`src/rtl/dslp_pkg.sv`:
```
package dslp_pkg;
   typedef enum logic [0:0] {
      ST_AWAKE = 1'b0,
      ST_SLEEP = 1'b1
   } dslp_state_e;

   localparam logic SRC_LPRC = 1'b0;
   localparam logic SRC_SOSC = 1'b1;
   localparam int   NUM_SRC  = 2;
endpackage

```
`src/rtl/dslp_src_sel.sv`:
```
module dslp_src_sel
   import dslp_pkg::*;
#(
   parameter int SYNC_STAGES = 2
) (
   input  logic clk,
   input  logic rst_n,
   input  logic sleeping,
   input  logic wdt_en,
   input  logic src,
   input  logic keep_sosc,
   input  logic sosc_ready,
   input  logic lprc_ready,
   input  logic sosc_tick,
   input  logic lprc_tick,
   output logic sosc_req,
   output logic lprc_req,
   output logic sel_ready,
   output logic sel_tick
);
   initial assert (SYNC_STAGES >= 0 && SYNC_STAGES <= 4)
      else $error("SYNC_STAGES out of range");

   logic need;
   logic [NUM_SRC-1:0] raw_rdy;
   logic [NUM_SRC-1:0] syn_rdy;
   logic [NUM_SRC-1:0] tick_v;

   assign need     = sleeping & wdt_en;
   assign lprc_req = need & (src == SRC_LPRC);
   assign sosc_req = keep_sosc | (need & (src == SRC_SOSC));

   assign raw_rdy = {sosc_ready, lprc_ready};
   assign tick_v  = {sosc_tick, lprc_tick};

   for (genvar g = 0; g < NUM_SRC; g++) begin : g_src
      if (SYNC_STAGES == 0) begin : g_direct
         assign syn_rdy[g] = raw_rdy[g];
      end else begin : g_sync
         logic [SYNC_STAGES-1:0] sh;
         always_ff @(posedge clk or negedge rst_n) begin
            if (!rst_n) sh <= '0;
            else        sh <= (sh << 1) | SYNC_STAGES'(raw_rdy[g]);
         end
         assign syn_rdy[g] = sh[SYNC_STAGES-1];

         // a synchronised ready can only rise after the raw input was high
         p_ready_lag_r5: assert property (@(posedge clk) disable iff (!rst_n)
            $rose(syn_rdy[g]) |-> $past(raw_rdy[g]));
      end
   end

   assign sel_ready = syn_rdy[src];
   assign sel_tick  = tick_v[src];

   // the selected oscillator is requested whenever the watchdog needs it
   p_req_sel_r4: assert property (@(posedge clk) disable iff (!rst_n)
      (sleeping && wdt_en) |-> (src == SRC_LPRC ? lprc_req : sosc_req));
   // the RC oscillator is never requested while awake
   p_lprc_idle_r4: assert property (@(posedge clk) disable iff (!rst_n)
      !sleeping |-> !lprc_req);
endmodule

```
`src/rtl/dslp_wdt.sv`:
```
module dslp_wdt #(
   parameter int PS_W     = 4,
   parameter int BASE_EXP = 6,
   parameter int STEP     = 2
) (
   input  logic            clk,
   input  logic            rst_n,
   input  logic            enter,
   input  logic            count_en,
   input  logic [PS_W-1:0] ps,
   output logic            timeout
);
   localparam int MAX_EXP = BASE_EXP + STEP * ((1 << PS_W) - 1);
   localparam int CNT_W   = MAX_EXP + 1;

   initial assert (PS_W >= 1 && MAX_EXP <= 62 && BASE_EXP >= 1 && STEP >= 1)
      else $error("watchdog exponent parameters out of range");

   logic [CNT_W-1:0] cnt;
   logic [CNT_W-1:0] lim;

   always_comb begin
      lim = (CNT_W'(1) << (BASE_EXP + STEP * int'(ps))) - CNT_W'(1);
   end

   assign timeout = count_en & (cnt == lim);

   always_ff @(posedge clk or negedge rst_n) begin
      if (!rst_n)        cnt <= '0;
      else if (enter)    cnt <= '0;
      else if (count_en) cnt <= cnt + CNT_W'(1);
   end

   // each entry restarts the count from zero
   p_restart_r3: assert property (@(posedge clk) disable iff (!rst_n)
      enter |=> (cnt == '0));
   // a timeout never happens on a freshly cleared counter
   p_tmo_nonzero_r3: assert property (@(posedge clk) disable iff (!rst_n)
      timeout |-> (cnt != '0));
endmodule

```
`src/rtl/dslp_seq.sv`:
```
module dslp_seq
   import dslp_pkg::*;
(
   input  logic clk,
   input  logic rst_n,
   input  logic ds_en_set,
   input  logic status_clr,
   input  logic por_clr,
   input  logic flags_clr,
   input  logic release_clr,
   input  logic sleep_cmd,
   input  logic ext_wake,
   input  logic ext_wake_en,
   input  logic wdt_timeout,
   output logic enter,
   output logic sleeping,
   output logic ds_en,
   output logic ds_status,
   output logic por_flag,
   output logic wake_wdt,
   output logic wake_ext,
   output logic hold,
   output logic wake_rst
);
   dslp_state_e state;
   logic ext_ev, wake_any;

   assign sleeping = (state == ST_SLEEP);
   assign enter    = (state == ST_AWAKE) & sleep_cmd & ds_en;
   assign ext_ev   = sleeping & ext_wake & ext_wake_en;
   assign wake_any = ext_ev | (sleeping & wdt_timeout);

   always_ff @(posedge clk or negedge rst_n) begin
      if (!rst_n) begin
         state     <= ST_AWAKE;
         ds_en     <= 1'b0;
         ds_status <= 1'b0;
         por_flag  <= 1'b1;
         wake_wdt  <= 1'b0;
         wake_ext  <= 1'b0;
         hold      <= 1'b0;
         wake_rst  <= 1'b0;
      end else begin
         wake_rst <= wake_any;

         if (enter)         state <= ST_SLEEP;
         else if (wake_any) state <= ST_AWAKE;

         if (wake_any)       ds_en <= 1'b0;
         else if (ds_en_set) ds_en <= 1'b1;

         if (enter)           ds_status <= 1'b1;
         else if (status_clr) ds_status <= 1'b0;

         if (wake_any)     por_flag <= 1'b1;
         else if (por_clr) por_flag <= 1'b0;

         if (sleeping && wdt_timeout) wake_wdt <= 1'b1;
         else if (flags_clr)          wake_wdt <= 1'b0;

         if (ext_ev)         wake_ext <= 1'b1;
         else if (flags_clr) wake_ext <= 1'b0;

         if (enter)                         hold <= 1'b1;
         else if (release_clr && !sleeping) hold <= 1'b0;
      end
   end

   // without the enable bit the sequencer stays awake
   p_no_entry_r1: assert property (@(posedge clk) disable iff (!rst_n)
      (!sleeping && !ds_en) |=> !sleeping);
   // the status flag survives until software clears it
   p_status_sticky_r2: assert property (@(posedge clk) disable iff (!rst_n)
      (ds_status && !status_clr) |=> ds_status);
   // the restart pulse lasts one cycle and leaves the enable bit clear
   p_rst_pulse_r7: assert property (@(posedge clk) disable iff (!rst_n)
      wake_rst |=> !wake_rst);
   p_rst_cause_r7: assert property (@(posedge clk) disable iff (!rst_n)
      wake_rst |-> (!ds_en && !sleeping && (wake_wdt || wake_ext) && por_flag));
   // hold persists through sleep and until released
   p_hold_r8: assert property (@(posedge clk) disable iff (!rst_n)
      (hold && (sleeping || !release_clr)) |=> hold);
   // wake-cause flags are sticky
   p_flags_r9: assert property (@(posedge clk) disable iff (!rst_n)
      ((wake_wdt || wake_ext) && !flags_clr) |=> (wake_wdt || wake_ext));
endmodule

```
`src/rtl/dslp_ctrl.sv`:
```
module dslp_ctrl #(
   parameter int PS_W        = 4,
   parameter int BASE_EXP    = 6,
   parameter int STEP        = 2,
   parameter int SYNC_STAGES = 2
) (
   input  logic            clk,
   input  logic            por_n,
   input  logic            cfg_wdt_en,
   input  logic            cfg_wdt_src,
   input  logic [PS_W-1:0] cfg_wdt_ps,
   input  logic            ds_en_set,
   input  logic            ds_status_clr,
   input  logic            por_flag_clr,
   input  logic            wake_flags_clr,
   input  logic            release_clr,
   input  logic            sleep_cmd,
   input  logic            ext_wake,
   input  logic            ext_wake_en,
   input  logic            sosc_keep_on,
   input  logic            sosc_ready,
   input  logic            lprc_ready,
   input  logic            sosc_tick,
   input  logic            lprc_tick,
   output logic            sosc_req,
   output logic            lprc_req,
   output logic            ds_en,
   output logic            sleeping,
   output logic            ds_status,
   output logic            por_flag,
   output logic            wake_by_wdt,
   output logic            wake_by_ext,
   output logic            release_hold,
   output logic            wake_rst
);
   logic enter, sel_ready, sel_tick, count_en, timeout;

   assign count_en = sleeping & cfg_wdt_en & sel_ready & sel_tick;

   dslp_src_sel #(.SYNC_STAGES(SYNC_STAGES)) u_src (
      .clk        (clk),
      .rst_n      (por_n),
      .sleeping   (sleeping),
      .wdt_en     (cfg_wdt_en),
      .src        (cfg_wdt_src),
      .keep_sosc  (sosc_keep_on),
      .sosc_ready (sosc_ready),
      .lprc_ready (lprc_ready),
      .sosc_tick  (sosc_tick),
      .lprc_tick  (lprc_tick),
      .sosc_req   (sosc_req),
      .lprc_req   (lprc_req),
      .sel_ready  (sel_ready),
      .sel_tick   (sel_tick)
   );

   dslp_wdt #(.PS_W(PS_W), .BASE_EXP(BASE_EXP), .STEP(STEP)) u_wdt (
      .clk      (clk),
      .rst_n    (por_n),
      .enter    (enter),
      .count_en (count_en),
      .ps       (cfg_wdt_ps),
      .timeout  (timeout)
   );

   dslp_seq u_seq (
      .clk         (clk),
      .rst_n       (por_n),
      .ds_en_set   (ds_en_set),
      .status_clr  (ds_status_clr),
      .por_clr     (por_flag_clr),
      .flags_clr   (wake_flags_clr),
      .release_clr (release_clr),
      .sleep_cmd   (sleep_cmd),
      .ext_wake    (ext_wake),
      .ext_wake_en (ext_wake_en),
      .wdt_timeout (timeout),
      .enter       (enter),
      .sleeping    (sleeping),
      .ds_en       (ds_en),
      .ds_status   (ds_status),
      .por_flag    (por_flag),
      .wake_wdt    (wake_by_wdt),
      .wake_ext    (wake_by_ext),
      .hold        (release_hold),
      .wake_rst    (wake_rst)
   );

   // the watchdog never ends a sleep while it is disabled
   p_wdt_off_r3: assert property (@(posedge clk) disable iff (!por_n)
      (sleeping && !cfg_wdt_en && !(ext_wake && ext_wake_en)) |=> sleeping);
   // a disabled external interrupt cannot end a sleep
   p_ext_masked_r6: assert property (@(posedge clk) disable iff (!por_n)
      (sleeping && !timeout && !ext_wake_en) |=> sleeping);
endmodule

```
`config.mk`:
```
export PLATFORM = sky130hd
export DESIGN_NAME = dslp_ctrl
export DESIGN_NICKNAME = d
export VERILOG_FILES = /design/src/rtl/dslp_pkg.sv /design/src/rtl/dslp_src_sel.sv /design/src/rtl/dslp_wdt.sv /design/src/rtl/dslp_seq.sv /design/src/rtl/dslp_ctrl.sv
export SDC_FILE = /design/constraint.sdc
export NUM_CORES = 1
export LEC_CHECK = 0
export BUFFER_PORTS_ARGS = -buffer_cell sky130_fd_sc_hd__buf_2
export CAP_MARGIN = 25
export CORE_MARGIN = 2
export CORE_UTILIZATION = 40
export DETAILED_ROUTE_END_ITERATION = 10
export PLACE_DENSITY_LB_ADDON = 0.08
export SLEW_MARGIN = 10
export SYNTH_ARGS = -nofsm -noshare
export SYNTH_HDL_FRONTEND = slang
export SYNTH_SLANG_ARGS = --single-unit
```
`constraint.sdc`:
```
create_clock -name clk -period 6 [get_ports clk]
set_clock_uncertainty 0.1 [all_clocks]
set_input_delay 0.9 -clock clk [delete_from_list [all_inputs] [get_ports clk]]
set_output_delay 0.9 -clock clk [all_outputs]
set_load 0.1 [all_outputs]
```
==> results.yml <==
setup_path:
  cp-end-kind: "flip-flop"
  critPathMaxFanout: 31
  worstSetupPathType: "primary input to flip-flop"
  worst-endpoint-required_ns: 6.12
  start_kind: "primary input"
  worstPathArrival_ns: 3.40
floorplan:
  io_pins: 31
  start_util_pct: 41.3
  die_h_um: 93.6
  die_x_um: 93.6
  rows: 32
  core_sq_um: 7770
  die-area_sq_um: 8760
clocking:
  path_clk_slew_ns: 0.11
  postCtsSetupBuffers: 0
  htree_num_levels: 2
  clock_latency_ns: 0.31
  cts_sinks: 49
  cts_root_buf: "clkbuf_8"
  cts_hold_buf: 0
  cts_tree: "done"
  cts_made_buffers: 5
  clockBufferDepth: 2
  cts_resized: 0
cells_and_area:
  diodes: 0
  layout_commonest_cell: "dfrtp_1"
  drive_gt1_share_pct: 12.8
  fin_nets: 422
  register_area_sq_um: 1230
  multi_input_area_sq_um: 1820
  syn2layout_area_growth_pct: 8.77
  nFillCells: 780
  layout_common_cells: "dfrtp_1 (48), nor2_1 (43), nand2_1 (30), buf_2 (30), xor2_1 (24)"
power:
  seqPwrFrac_pct: 44.4
  internal_power_w: 0.000489
  switchingPower_w: 0.000362
  peakVddDrop_uv: 129
  leakage_nw: 1.47
  clockPowerShare_pct: 24.7
  p_per_area_nw_per_um2: 244
  switching_share_pct: 42.6
  p_comb_share_pct: 30.9
  power_w: 0.000851
sta:
  worstMarginPinSlew_ns: 0.634
  setup_viol_count_final: 0
  fmax_mhz: 305
  fin_crit_sh_pct: 54.7
  slew_viol_final: 0
  period_needed_ns: 3.28
  tns_ns: 0
  finalHoldViolCount: 0
  rsz0062_at_grt: "no"
  slew_headroom_pct: 57.7
route:
  drt_iter0_markers: 143
  num_vias: 2846
  wl_met3_um: 482
  wl_per_cell_um: 16.7
  routed_wl_um: 8400
  first_pass_iters: 4
  routed.top_layer: "met4"
  ant_nets: 0
  drt-met1-wl_um: 3910
  post_drt_via_cell_ratio: 5.67
  wl_met2_um: 3840
  remaining_drc_errors: 0
outcome:
  status: "complete, no violations"
synthesis:
  synthSimpleGateAreaFrac_pct: 27.9
  ys_seq_area_share_pct: 38.2
  synth_top_family_by_area: "simple AND/OR/NAND/NOR gates"
  synth-async-reset-ratio_pct: 100
  ys_types: 62
  synth_adder_area_share_pct: 0.779
  yosys.area_share.xor_xnor_pct: 9.27
  synth_area_sq_um: 3210
  yosys_warnings: 0
  synthMuxAreaShare_pct: 0
  syn_avg_cell_area_sq_um: 8.41
  synth-edff-count: 0
  ys_seq_elements: 49
  syn_inst: 382
  synth_compound_area_share_pct: 18.3
  synth_flop_cell: "dfrtp_1"
job:
  maxCapViolCount: 0
placement:
  hpwl_um: 6100
  io_buffers: 30
  globalplace.congestion: 0.896
global_route:
  antenna_found_initial: 0
  grt_pass1_wl_um: 14000
  gr-total-overflow: 0
  grt_max_degree: 50
  grt_pass1_vias: 2648
  grt_usage_pct: 20.6
min_path:
  hold_class: "flip-flop to flip-flop"
## logic make-up after synthesis
family	count (synthesis)
buf+inv	38
xor+xnor	34
compound gates	89
flops	49
simple gates	169
other cells	1
fa+ha+maj	2
## flip-flops by register name, summed over array words and instances, names as in the netlist
signal and flops:
u_src.g_src.g_sync.sh 4, u_seq.wake_wdt 1, u_seq.hold 1, u_seq.ds_status 1, u_seq.por_flag 1, u_wdt.cnt 37, u_seq.wake_ext 1, u_seq.sleeping 1
u_seq.ds_en 1, u_seq.wake_rst 1
## stage by stage
| step | worst slack (ns) | util (%) | cells | hold WS [ns] | cell area (sq um) |
|---|---|---|---|---|---|
| after floorplan | 2.45 | - | 383 | 0.231 | 3220 |
| after global placement | 2.40 | 43.8 | 494 | 0.234 | 3400 |
| after detailed placement | 2.35 | 43.8 | 494 | 0.239 | 3400 |
| after CTS | 2.71 | 45.0 | 502 | 0.262 | 3490 |
| after global routing | 2.51 | 45.0 | 502 | 0.276 | 3490 |
| final | 2.72 | 45.0 | 502 | 0.258 | 3490 |
## worst max-delay path, stage by stage
cell and delay [ns]:
buf_2 0.41, nand2b_1 0.18, a41oi_1 0.12, or4b_1 0.50, or4_1 0.54, nor4_2 0.34, a21oi_1 0.19, a21o_1 0.20
## layout make-up
cell class | count | area share, %
clock inverters | 3 | 0.752
multi-input cells | 296 | 52.0
inverters | 14 | 1.50
flip-flops and latches | 49 | 35.1
clock buffers | 5 | 1.97
repair buffers | 33 | 4.94
well taps | 102 | 3.65
## cells in the mapped netlist (3+ instances only)
cell	count	share of area (%)
a21boi_0	3	0.70
a21o_1	5	1.2
a21oi_1	20	3.1
and3_1	9	1.8
buf_2	6	0.93
clkbuf_1	12	1.4
dfrtp_1	48	37
inv_1	13	1.5
nand2_1	30	3.5
nand3_1	14	2.2
nand3b_1	5	1.2
nand4_1	20	3.9
nor2_1	44	5.1
nor3_1	9	1.4
nor3b_1	3	0.70
o2111ai_1	4	1.1
o21a_1	6	1.4
o21ai_0	23	3.6
or3_1	12	2.3
or4b_1	3	0.93
xnor2_1	10	2.7
xor2_1	24	6.5
## power by group through the flow
stage	Clock (W)	Combinational (W)	Sequential, W
floorplan	0	0.000102	0.000492
global placement	0	0.000263	0.000384
detailed placement	0	0.000264	0.000384
CTS	0.000220	0.000264	0.000378
global route	0.000233	0.000281	0.000383
finish	0.000211	0.000263	0.000378
## routing by layer
layer | GRT usage [%] | up-vias
met1 | 30.3 | 1343
li1 | - | 1412
met3 | 3.38 | 11
met4 | 7.49 | 0
met5 | 0 | -
met2 | 30.6 | 80
## worst paths after layout
| path | slack, ns | cells after the start | from | endpoint |
|---|---|---|---|---|
| min | 0.26 | 0 | u_src.g_src[1].g_sync.sh[0] | u_src.g_src[1].g_sync.sh[1] |
| min reg2reg | 0.26 | 0 | u_src.g_src[1].g_sync.sh[0] | u_src.g_src[1].g_sync.sh[1] |
| max reg2reg | 3.17 | 7 | u_wdt.cnt[28] | u_seq.sleeping |
| max | 2.72 | 8 | cfg_wdt_ps[2] | u_seq.sleeping |
| max in group asynchronous | 4.79 | 2 | por_n | u_wdt.cnt[11] |
| min in group asynchronous | 0.57 | 2 | por_n | u_wdt.cnt[36] |
(Power assumes the default switching activity.)
